## src/rtl/tmr_pkg.sv

```systemverilog
package tmr_pkg;
  localparam int DATA_W = 32;
  localparam int ADDR_W = 12;
  localparam logic [3:0] CH_PAGE = 4'h1;

  typedef enum logic [1:0] {
    REG_RELOAD = 2'd0,
    REG_LIVE   = 2'd1,
    REG_CTRL   = 2'd2,
    REG_FLAG   = 2'd3
  } reg_sel_e;

  localparam int BIT_FRZ   = 0;
  localparam int BIT_DIS   = 1;
  localparam int BIT_EN    = 0;
  localparam int BIT_IE    = 1;
  localparam int BIT_LINK  = 2;
  localparam int BIT_FLAG  = 0;
endpackage

```

## src/rtl/tmr_regdec.sv

```systemverilog
module tmr_regdec
  import tmr_pkg::*;
#(
  parameter int NUM_CH = 4
) (
  input  logic              sel,
  input  logic              wr,
  input  logic [ADDR_W-1:0] addr,
  output logic              bank_hit,
  output logic [NUM_CH-1:0] ch_hit,
  output reg_sel_e          reg_sel,
  output logic              bank_we,
  output logic [NUM_CH-1:0] reload_we,
  output logic [NUM_CH-1:0] ctrl_we,
  output logic [NUM_CH-1:0] flag_we
);
  logic unused_addr_lsb;
  assign unused_addr_lsb = ^addr[1:0];

  assign bank_hit = sel && (addr[ADDR_W-1:2] == '0);
  assign bank_we  = bank_hit && wr;
  assign reg_sel  = reg_sel_e'(addr[3:2]);

  for (genvar i = 0; i < NUM_CH; i++) begin : g_dec
    assign ch_hit[i]    = sel && (addr[11:8] == CH_PAGE) && (addr[7:4] == 4'(i));
    assign reload_we[i] = ch_hit[i] && wr && (reg_sel == REG_RELOAD);
    assign ctrl_we[i]   = ch_hit[i] && wr && (reg_sel == REG_CTRL);
    assign flag_we[i]   = ch_hit[i] && wr && (reg_sel == REG_FLAG);
  end
endmodule

```

## src/rtl/tmr_channel.sv

```systemverilog
module tmr_channel
  import tmr_pkg::*;
#(
  parameter int CNT_W   = 32,
  parameter bit LINK_OK = 1'b0
) (
  input  logic              clk,
  input  logic              rst_n,
  input  logic              reload_we,
  input  logic              ctrl_we,
  input  logic              flag_we,
  input  logic [DATA_W-1:0] wdata,
  input  logic              step_ok,
  input  logic              link_pulse,
  output logic [CNT_W-1:0]  cnt_o,
  output logic [CNT_W-1:0]  reload_o,
  output logic              en_o,
  output logic              ie_o,
  output logic              link_o,
  output logic              flag_o,
  output logic              expire_o
);
  logic [CNT_W-1:0] cnt_q, reload_q;
  logic en_q, ie_q, flag_q, link_q;
  logic tick, start;

  if (LINK_OK) begin : g_link
    always_ff @(posedge clk or negedge rst_n) begin
      if (!rst_n)       link_q <= 1'b0;
      else if (ctrl_we) link_q <= wdata[BIT_LINK];
    end
  end else begin : g_nolink
    logic unused_link;
    assign unused_link = link_pulse;
    assign link_q = 1'b0;
  end

  assign tick     = en_q && step_ok && (link_q ? link_pulse : 1'b1);
  assign start    = ctrl_we && wdata[BIT_EN] && !en_q;
  assign expire_o = tick && (cnt_q == '0);

  always_ff @(posedge clk or negedge rst_n) begin
    if (!rst_n) begin
      en_q <= 1'b0;
      ie_q <= 1'b0;
    end else if (ctrl_we) begin
      en_q <= wdata[BIT_EN];
      ie_q <= wdata[BIT_IE];
    end
  end

  always_ff @(posedge clk or negedge rst_n) begin
    if (!rst_n)         reload_q <= '0;
    else if (reload_we) reload_q <= wdata[CNT_W-1:0];
  end

  always_ff @(posedge clk or negedge rst_n) begin
    if (!rst_n)        cnt_q <= '0;
    else if (start)    cnt_q <= reload_q;
    else if (tick)     cnt_q <= (cnt_q == '0) ? reload_q : cnt_q - 1'b1;
  end

  always_ff @(posedge clk or negedge rst_n) begin
    if (!rst_n)                          flag_q <= 1'b0;
    else if (expire_o)                   flag_q <= 1'b1;
    else if (flag_we && wdata[BIT_FLAG]) flag_q <= 1'b0;
  end

  assign cnt_o    = cnt_q;
  assign reload_o = reload_q;
  assign en_o     = en_q;
  assign ie_o     = ie_q;
  assign link_o   = link_q;
  assign flag_o   = flag_q;

  a_r4_decrement: assert property (@(posedge clk) disable iff (!rst_n)
    (tick && !start && cnt_q != '0) |=> cnt_q == $past(cnt_q) - 1'b1);
  a_r4_wrap_reload: assert property (@(posedge clk) disable iff (!rst_n)
    (tick && !start && cnt_q == '0) |=> cnt_q == $past(reload_q));
  a_r4_flag_cause: assert property (@(posedge clk) disable iff (!rst_n)
    $rose(flag_q) |-> $past(tick && cnt_q == '0));
  a_r11_hold_idle: assert property (@(posedge clk) disable iff (!rst_n)
    (!tick && !start) |=> $stable(cnt_q));
  a_r3_start_load: assert property (@(posedge clk) disable iff (!rst_n)
    start |=> (cnt_q == $past(reload_q)) && en_q);
endmodule

```

## src/rtl/tick_timer_bank.sv

```systemverilog
module tick_timer_bank
  import tmr_pkg::*;
#(
  parameter int NUM_CH = 4,
  parameter int CNT_W  = 32
) (
  input  logic              clk,
  input  logic              rst_n,
  input  logic              dbg_halt,
  input  logic              bus_sel,
  input  logic              bus_wr,
  input  logic [11:0]       bus_addr,
  input  logic [31:0]       bus_wdata,
  output logic [31:0]       bus_rdata,
  output logic [NUM_CH-1:0] irq,
  output logic              irq_any
);
  logic frz_q, dis_q, step_ok;
  logic bank_hit, bank_we;
  logic [NUM_CH-1:0] ch_hit, reload_we, ctrl_we, flag_we;
  reg_sel_e reg_sel;

  logic [CNT_W-1:0] cnt_a    [NUM_CH];
  logic [CNT_W-1:0] reload_a [NUM_CH];
  logic [NUM_CH-1:0] en_v, ie_v, link_v, flag_v, exp_v;

  tmr_regdec #(.NUM_CH(NUM_CH)) u_dec (
    .sel(bus_sel), .wr(bus_wr), .addr(bus_addr),
    .bank_hit(bank_hit), .ch_hit(ch_hit), .reg_sel(reg_sel),
    .bank_we(bank_we), .reload_we(reload_we), .ctrl_we(ctrl_we), .flag_we(flag_we)
  );

  always_ff @(posedge clk or negedge rst_n) begin
    if (!rst_n) begin
      frz_q <= 1'b0;
      dis_q <= 1'b1;
    end else if (bank_we) begin
      frz_q <= bus_wdata[BIT_FRZ];
      dis_q <= bus_wdata[BIT_DIS];
    end
  end

  assign step_ok = !dis_q && !(frz_q && dbg_halt);

  for (genvar i = 0; i < NUM_CH; i++) begin : g_ch
    logic link_in;
    if (i == 1) begin : g_l
      assign link_in = exp_v[0];
    end else begin : g_n
      assign link_in = 1'b0;
    end
    tmr_channel #(.CNT_W(CNT_W), .LINK_OK(i == 1)) u_ch (
      .clk(clk), .rst_n(rst_n),
      .reload_we(reload_we[i]), .ctrl_we(ctrl_we[i]), .flag_we(flag_we[i]),
      .wdata(bus_wdata), .step_ok(step_ok), .link_pulse(link_in),
      .cnt_o(cnt_a[i]), .reload_o(reload_a[i]),
      .en_o(en_v[i]), .ie_o(ie_v[i]), .link_o(link_v[i]),
      .flag_o(flag_v[i]), .expire_o(exp_v[i])
    );
  end

  assign irq     = flag_v & ie_v;
  assign irq_any = |irq;

  always_comb begin
    bus_rdata = '0;
    if (bank_hit) begin
      bus_rdata[BIT_FRZ] = frz_q;
      bus_rdata[BIT_DIS] = dis_q;
    end
    for (int i = 0; i < NUM_CH; i++) begin
      if (ch_hit[i]) begin
        unique case (reg_sel)
          REG_RELOAD: bus_rdata = DATA_W'(reload_a[i]);
          REG_LIVE:   bus_rdata = DATA_W'(cnt_a[i]);
          REG_CTRL:   bus_rdata = {29'b0, link_v[i], ie_v[i], en_v[i]};
          REG_FLAG:   bus_rdata = {31'b0, flag_v[i]};
        endcase
      end
    end
  end

  a_r8_no_flag_while_off: assert property (@(posedge clk) disable iff (!rst_n)
    dis_q |=> ((flag_v & ~$past(flag_v)) == '0));
  a_r9_frozen_no_expiry: assert property (@(posedge clk) disable iff (!rst_n)
    (frz_q && dbg_halt) |-> exp_v == '0);
  a_r7_any_matches: assert property (@(posedge clk) disable iff (!rst_n)
    irq_any |-> ((flag_v & ie_v) != '0));
endmodule

```

## config.mk

```make
export PLATFORM = sky130hd
export DESIGN_NAME = tick_timer_bank
export DESIGN_NICKNAME = d
export VERILOG_FILES = /design/src/rtl/tmr_pkg.sv /design/src/rtl/tmr_regdec.sv /design/src/rtl/tmr_channel.sv /design/src/rtl/tick_timer_bank.sv
export SDC_FILE = /design/constraint.sdc
export NUM_CORES = 1
export LEC_CHECK = 0
export BUFFER_PORTS_ARGS = -buffer_cell sky130_fd_sc_hd__buf_2
export CAP_MARGIN = 20
export CELL_PAD_IN_SITES_DETAIL_PLACEMENT = 0
export CELL_PAD_IN_SITES_GLOBAL_PLACEMENT = 1
export CORE_ASPECT_RATIO = 0.6
export CORE_UTILIZATION = 49
export DETAILED_ROUTE_END_ITERATION = 12
export MAX_ROUTING_LAYER = met4
export PLACE_DENSITY_LB_ADDON = 0.1
export SKIP_CTS_REPAIR_TIMING = 1
export SYNTH_ARGS = -nofsm -noshare
export SYNTH_HDL_FRONTEND = slang
export SYNTH_SLANG_ARGS = --single-unit
```

## constraint.sdc

```tcl
create_clock -name clk -period 3.4 [get_ports clk]
set_clock_uncertainty 0.2 [all_clocks]
set_input_delay 0.34 -clock clk [delete_from_list [all_inputs] [get_ports clk]]
set_output_delay 0.34 -clock clk [all_outputs]
set_load 0.005 [all_outputs]
```

# After elaboration in Yosys (flattened, before gate mapping)

Index checks and enable logic that the tools add are counted.

Output and inout bits: 37
Register bits after elaboration: 271
Word-level logic and storage cells: 133

Equality and inequality tests: 7
Multiplexer cells: 30
$add $sub $neg: 4
Bitwise logic cells: 1
Reductions and logical operators: 68

Operators by type and width:

| cell                                                                  | number |
|---|---|
| 32-bit 2-to-1 mux                                                     | 16 |
| 32-bit one-hot mux with 4 select lines                                | 4 |
| 32-bit logical NOT                                                    | 4 |
| 32-bit by 1-bit subtractor with 32-bit output (second input constant) | 4 |
| 1-bit logical AND                                                     | 46 |
| 2-bit nonzero test                                                    | 8 |
| 10-bit logical NOT                                                    | 1 |
| 1-bit 2-to-1 mux                                                      | 9 |
| 4-bit by 1-bit == test with 1-bit output (second input constant)      | 2 |
| 4-bit by 2-bit == test with 1-bit output (second input constant)      | 2 |
| 1-bit logical NOT                                                     | 6 |
| 4-bit bitwise AND                                                     | 1 |
| 2-bit == test (second input constant)                                 | 2 |
| 4-bit logical NOT                                                     | 1 |
| 4-bit OR reduction                                                    | 1 |
| 2-bit by 1-bit == test with 1-bit output (second input constant)      | 1 |
| 2-bit logical NOT                                                     | 1 |
| 2-bit 2-to-1 mux                                                      | 1 |

# Depth between registers and ports, before layout

Depth in word-level cells: 9
Mapped depth: 10

# Hierarchy

A second synthesis with hierarchy kept.

Cell total of the unflattened synthesis: 1785
Area, all modules: 17080.1 µm²

By module, submodules not included:

| module                         | sequential area each (µm²) | cells an instance | times used | area each (µm²) |
|---|---|---|---|---|
| tmr_channel (g_ch[2].u_ch ...) | 1676.6                     | 336               | 2          | 3485.8 |
| tmr_channel (g_ch[1].u_ch)     | 1701.6                     | 355               | 1          | 3575.9 |
| tmr_channel (g_ch[0].u_ch)     | 1676.6                     | 350               | 1          | 3452.1 |
| tick_timer_bank                | 51.3                       | 369               | 1          | 2813.9 |
| tmr_regdec                     | 0.0                        | 39                | 1          | 266.5 |

# Worst setup path before layout

OpenSTA, ideal clock, no wires.

Path kind: input -> output
From: input port bus_addr[2]
To: output port bus_rdata[25]
Buffers on the path: 4
Arrival: 2.115 ns
Path slack: 0.745 ns
Stages on the path: 8
Path through: clkbuf_1 clkbuf_1 buf_1 buf_1 mux2i_1 o22ai_1 a21oi_1 o21ai_0

Longest elaborated chain between the ends: 6
Elaborated cells between the ends (all ways): 12

Ends and longest elaborated chain:

| what                                   | RTL line              | RTL |
|---|---|---|
| from (decl)                            | tick_timer_bank.sv:12 | `input logic [11:0] bus_addr,` |
| 2-bit == test (tied with other cells)  | tick_timer_bank.sv:73 | `unique case (reg_sel)` |
| 32-bit one-hot mux with 4 select lines | tick_timer_bank.sv:73 |  |
| 32-bit 2-to-1 mux (3 in a row)         | tick_timer_bank.sv:72 | `if (ch_hit[i]) begin` |
| 32-bit 2-to-1 mux *                    | tick_timer_bank.sv:72 |  |
| to (decl)                              | tick_timer_bank.sv:14 | `output logic [31:0] bus_rdata,` |

Mark *: on every way between the ends. The rest lies on a longest branch, timed or not.

# Worst setup path in the final report

From: input port bus_addr[9]
To: output port bus_rdata[29]

Longest elaborated chain between the ends: 7
Elaborated cells between the ends (all ways): 10

Ends and longest elaborated chain:

| what                                       | RTL line              | RTL |
|---|---|---|
| 4-bit by 1-bit == test with 1-bit output * | tmr_regdec.sv:25      | `assign ch_hit[i] = sel && (addr[11:8] == CH_PAGE) && (addr[7:4] == 4'(i));` |
| 1-bit logical AND *                        | tmr_regdec.sv:25      |  |
| 1-bit logical AND                          | tmr_regdec.sv:25      |  |
| 32-bit 2-to-1 mux (3 in a row)             | tick_timer_bank.sv:72 |  |
| 32-bit 2-to-1 mux *                        | tick_timer_bank.sv:72 |  |

Marks and branches as above.

==> metrics.txt <==
Leakage 0.008725 uW; share of cells above drive strength 1 23.49%; Cells after Synth 1715; arrival time at the worst endpoint 2.68 ns; sequential area share after synthesis 41.63%; main combinational cell family by area after synthesis multiplexers; Die ar. 0.03401 mm2; Initial Util 50.07%; commonest non-fill, non-tap cells in the layout 270 x dfrtp_1, 174 x a21oi_1, 169 x mux2_2; Min Hold Slack 0.03694 ns; FF+latch count, synth 271; Overall Power 7639 uW; PwrDens 405.0 mW/mm2; antenna viol nets, final 0; # nets final 1886; final setup TNS 0 ns; global-route wire length before repair 87710 um; Tightest Pin Transition 1.007 ns; htree depth 1; Row Count 51; Async SR Flop Fraction 100.0%; Port Buf Inserts 83; Routed WL 58290 um; IO Count 86; Synth Net Count 1772; all-layer global routing usage 35.51%; endpoints failing setup 0; peak supply drop 0.0002880 V; CTS tree done; Slew Viols, Final 0; Compound-Gate Fraction of Synth Area 17.98%; Syn Std Cell Area 0.01629 mm2; Die W 237.4 um; Skew-Pair Late Insertion Delay 0.59 ns; clock-pin slew of the registers on the worst-case setup and hold paths 0.06 ns; Required @ worst endpoint 2.86 ns; CP top delay family simple AND/OR/NAND/NOR gates; YS warnings 0; Final Core Density 57.96%; Tcrit/Tclk final 94.61%; post-synthesis adder-cell area fraction 0.6143%; total number of vias 14890; fill count 2900; Fmax 310.9 MHz; Post-Syn Area per Cell 9.501 um2; Multi-input gate area 0.008947 mm2; drt pass-1 iters 5; Crit-path slowest cell or2_2; DP HPWL 42580 um; clock sinks 271; core area 0.03254 mm2; Final Hold Violating Endpoints 0; Rel. slew slack 32.85%; EDFF count, synth 0; Finished Layout Cells 2276; # diodes 0; CP bufs+invs 4; GRT overflow 0; xor and xnor area share after synthesis 0%; CTS root buffer clkbuf_16; crit path cell chain buf_2 > nor4b_2 > buf_4 > nand3_2 > or2_2 > o21ai_0 > buf_4 > buf_2; Setup crit end kind output port; mux cell area share after synthesis 19.19%; synth unique cells 81; # DRC 0; sequential cell area 0.006783 mm2; CTS Buf Count 29; commonest non-fill, non-tap cell in the layout dfrtp_1; placed cells 2191; drt wl/cell 25.61 um; GP Congestion 0.9443; first-iteration detailed-routing DRC count 1676; crit path kind input port to output port; hold crit path type input port to flop; RSZ-0062 raised after global routing false; Via density 6.544; initial antenna violation count 0; Simple-Gate Fraction of Synth Area 16.75%; max_cap viols 0; synthesis-to-finish area growth 15.76%; critical-path maximum fanout 29; vias in the first global route 13750; Final min period 3.217 ns; clock buffer depth 3; dominant synthesized flop cell dfrtp_1; startpoint types input port; critical path's largest stage delay 0.62 ns; die height 143.3 um; outcome complete, no violations; largest net degree at the start of global routing 95
final timing paths:
path | startpoint | end | cells after the start | slack (ns)
min reg2reg | g_ch[1].u_ch.reload_o[15]$_DFFE_PN0P_ | g_ch[1].u_ch.reload_o[15]$_DFFE_PN0P_ | 1 | 0.33
max in group asynchronous | rst_n | g_ch[3].u_ch.reload_o[19]$_DFFE_PN0P_ | 3 | 1.90
max | bus_addr[9] | bus_rdata[29] | 8 | 0.18
min | bus_wdata[29] | g_ch[0].u_ch.reload_o[29]$_DFFE_PN0P_ | 2 | 0.04
max reg2reg | g_ch[0].u_ch.cnt_o[0]$_DFFE_PN0P_ | g_ch[0].u_ch.cnt_o[28]$_DFFE_PN0P_ | 9 | 0.31
min in group asynchronous | rst_n | g_ch[3].u_ch.reload_o[6]$_DFFE_PN0P_ | 2 | 0.12
metrics by stage:
stage	worst slack [ns]	instance area (um2)
after floorplan	0.7454	16290
after global placement	0.3204	17570
after detailed placement	0.3484	17570
after CTS	0.3275	18550
after global routing	0.09832	18860
final	0.1833	18860
final cells by class:
class	instances	area share, %
inverters	32	0.6368
well taps	424	2.812
flip-flops and latches	271	35.96
multi-input cells	1292	47.43
clock buffers	44	4.517
clock inverters	10	0.7031
repair buffers	203	7.940
cells by family (layout without fill, tap and decap cells):
kind of cell             count (synthesis)  after routing
adder cells (fa/ha/maj)                  8              8
AND/OR/NAND/NOR                        506            506
AO/OA/AOI/OAI                          493            493
flip-flops                             271            271
multiplexers                           285            285
buffers and inverters                  152            289
Yosys cell counts, types with 14 or more instances:
cell      number  share of area [%]
a21oi_1      174                5.3
a22oi_1       14               0.65
buf_2         23               0.71
clkbuf_1      80                1.8
dfrtp_1      270                 41
inv_1         32               0.74
mux2_2       169                 12
mux2i_1      111                6.8
nand2_1       77                1.8
nand3_1       75                2.3
nand4_1       40                1.5
nor2_1       100                2.3
nor3_1        62                1.9
nor4_1        25               0.96
o21ai_0      132                4.1
o21ai_1       22               0.68
o22ai_1       40                1.5
or3_1         28                1.1
sequential cells by signal, summed over array words and instances, names as in the netlist:
signal / count
g_ch.u_ch.cnt_o: 128
g_ch.u_ch.reload_o: 128
g_ch.u_ch.en_o: 4
frz_q: 1
g_ch.u_ch.ie_o: 4
g_ch.u_ch.flag_o: 4
dis_q: 1
g_ch.u_ch.link_o: 1
routing by layer:
layer / GRT usage, % / vias to the layer above / routed length (um)
li1: - / 6731 / -
met1: 55.11 / 7381 / 28480
met2: 45.02 / 697 / 22480
met3: 7.945 / 85 / 5791
met4: 9.168 / 0 / 1544
met5: - / - / 0
power breakdown:
group / internal (uW) / switching [uW] / leakage [uW]
clock network: 1950 / 1410 / 0.000488
registers: 3270 / 64.1 / 0.00365
logic: 342 / 600 / 0.00459
No activity file was read; power rests on OpenSTA's default activity.
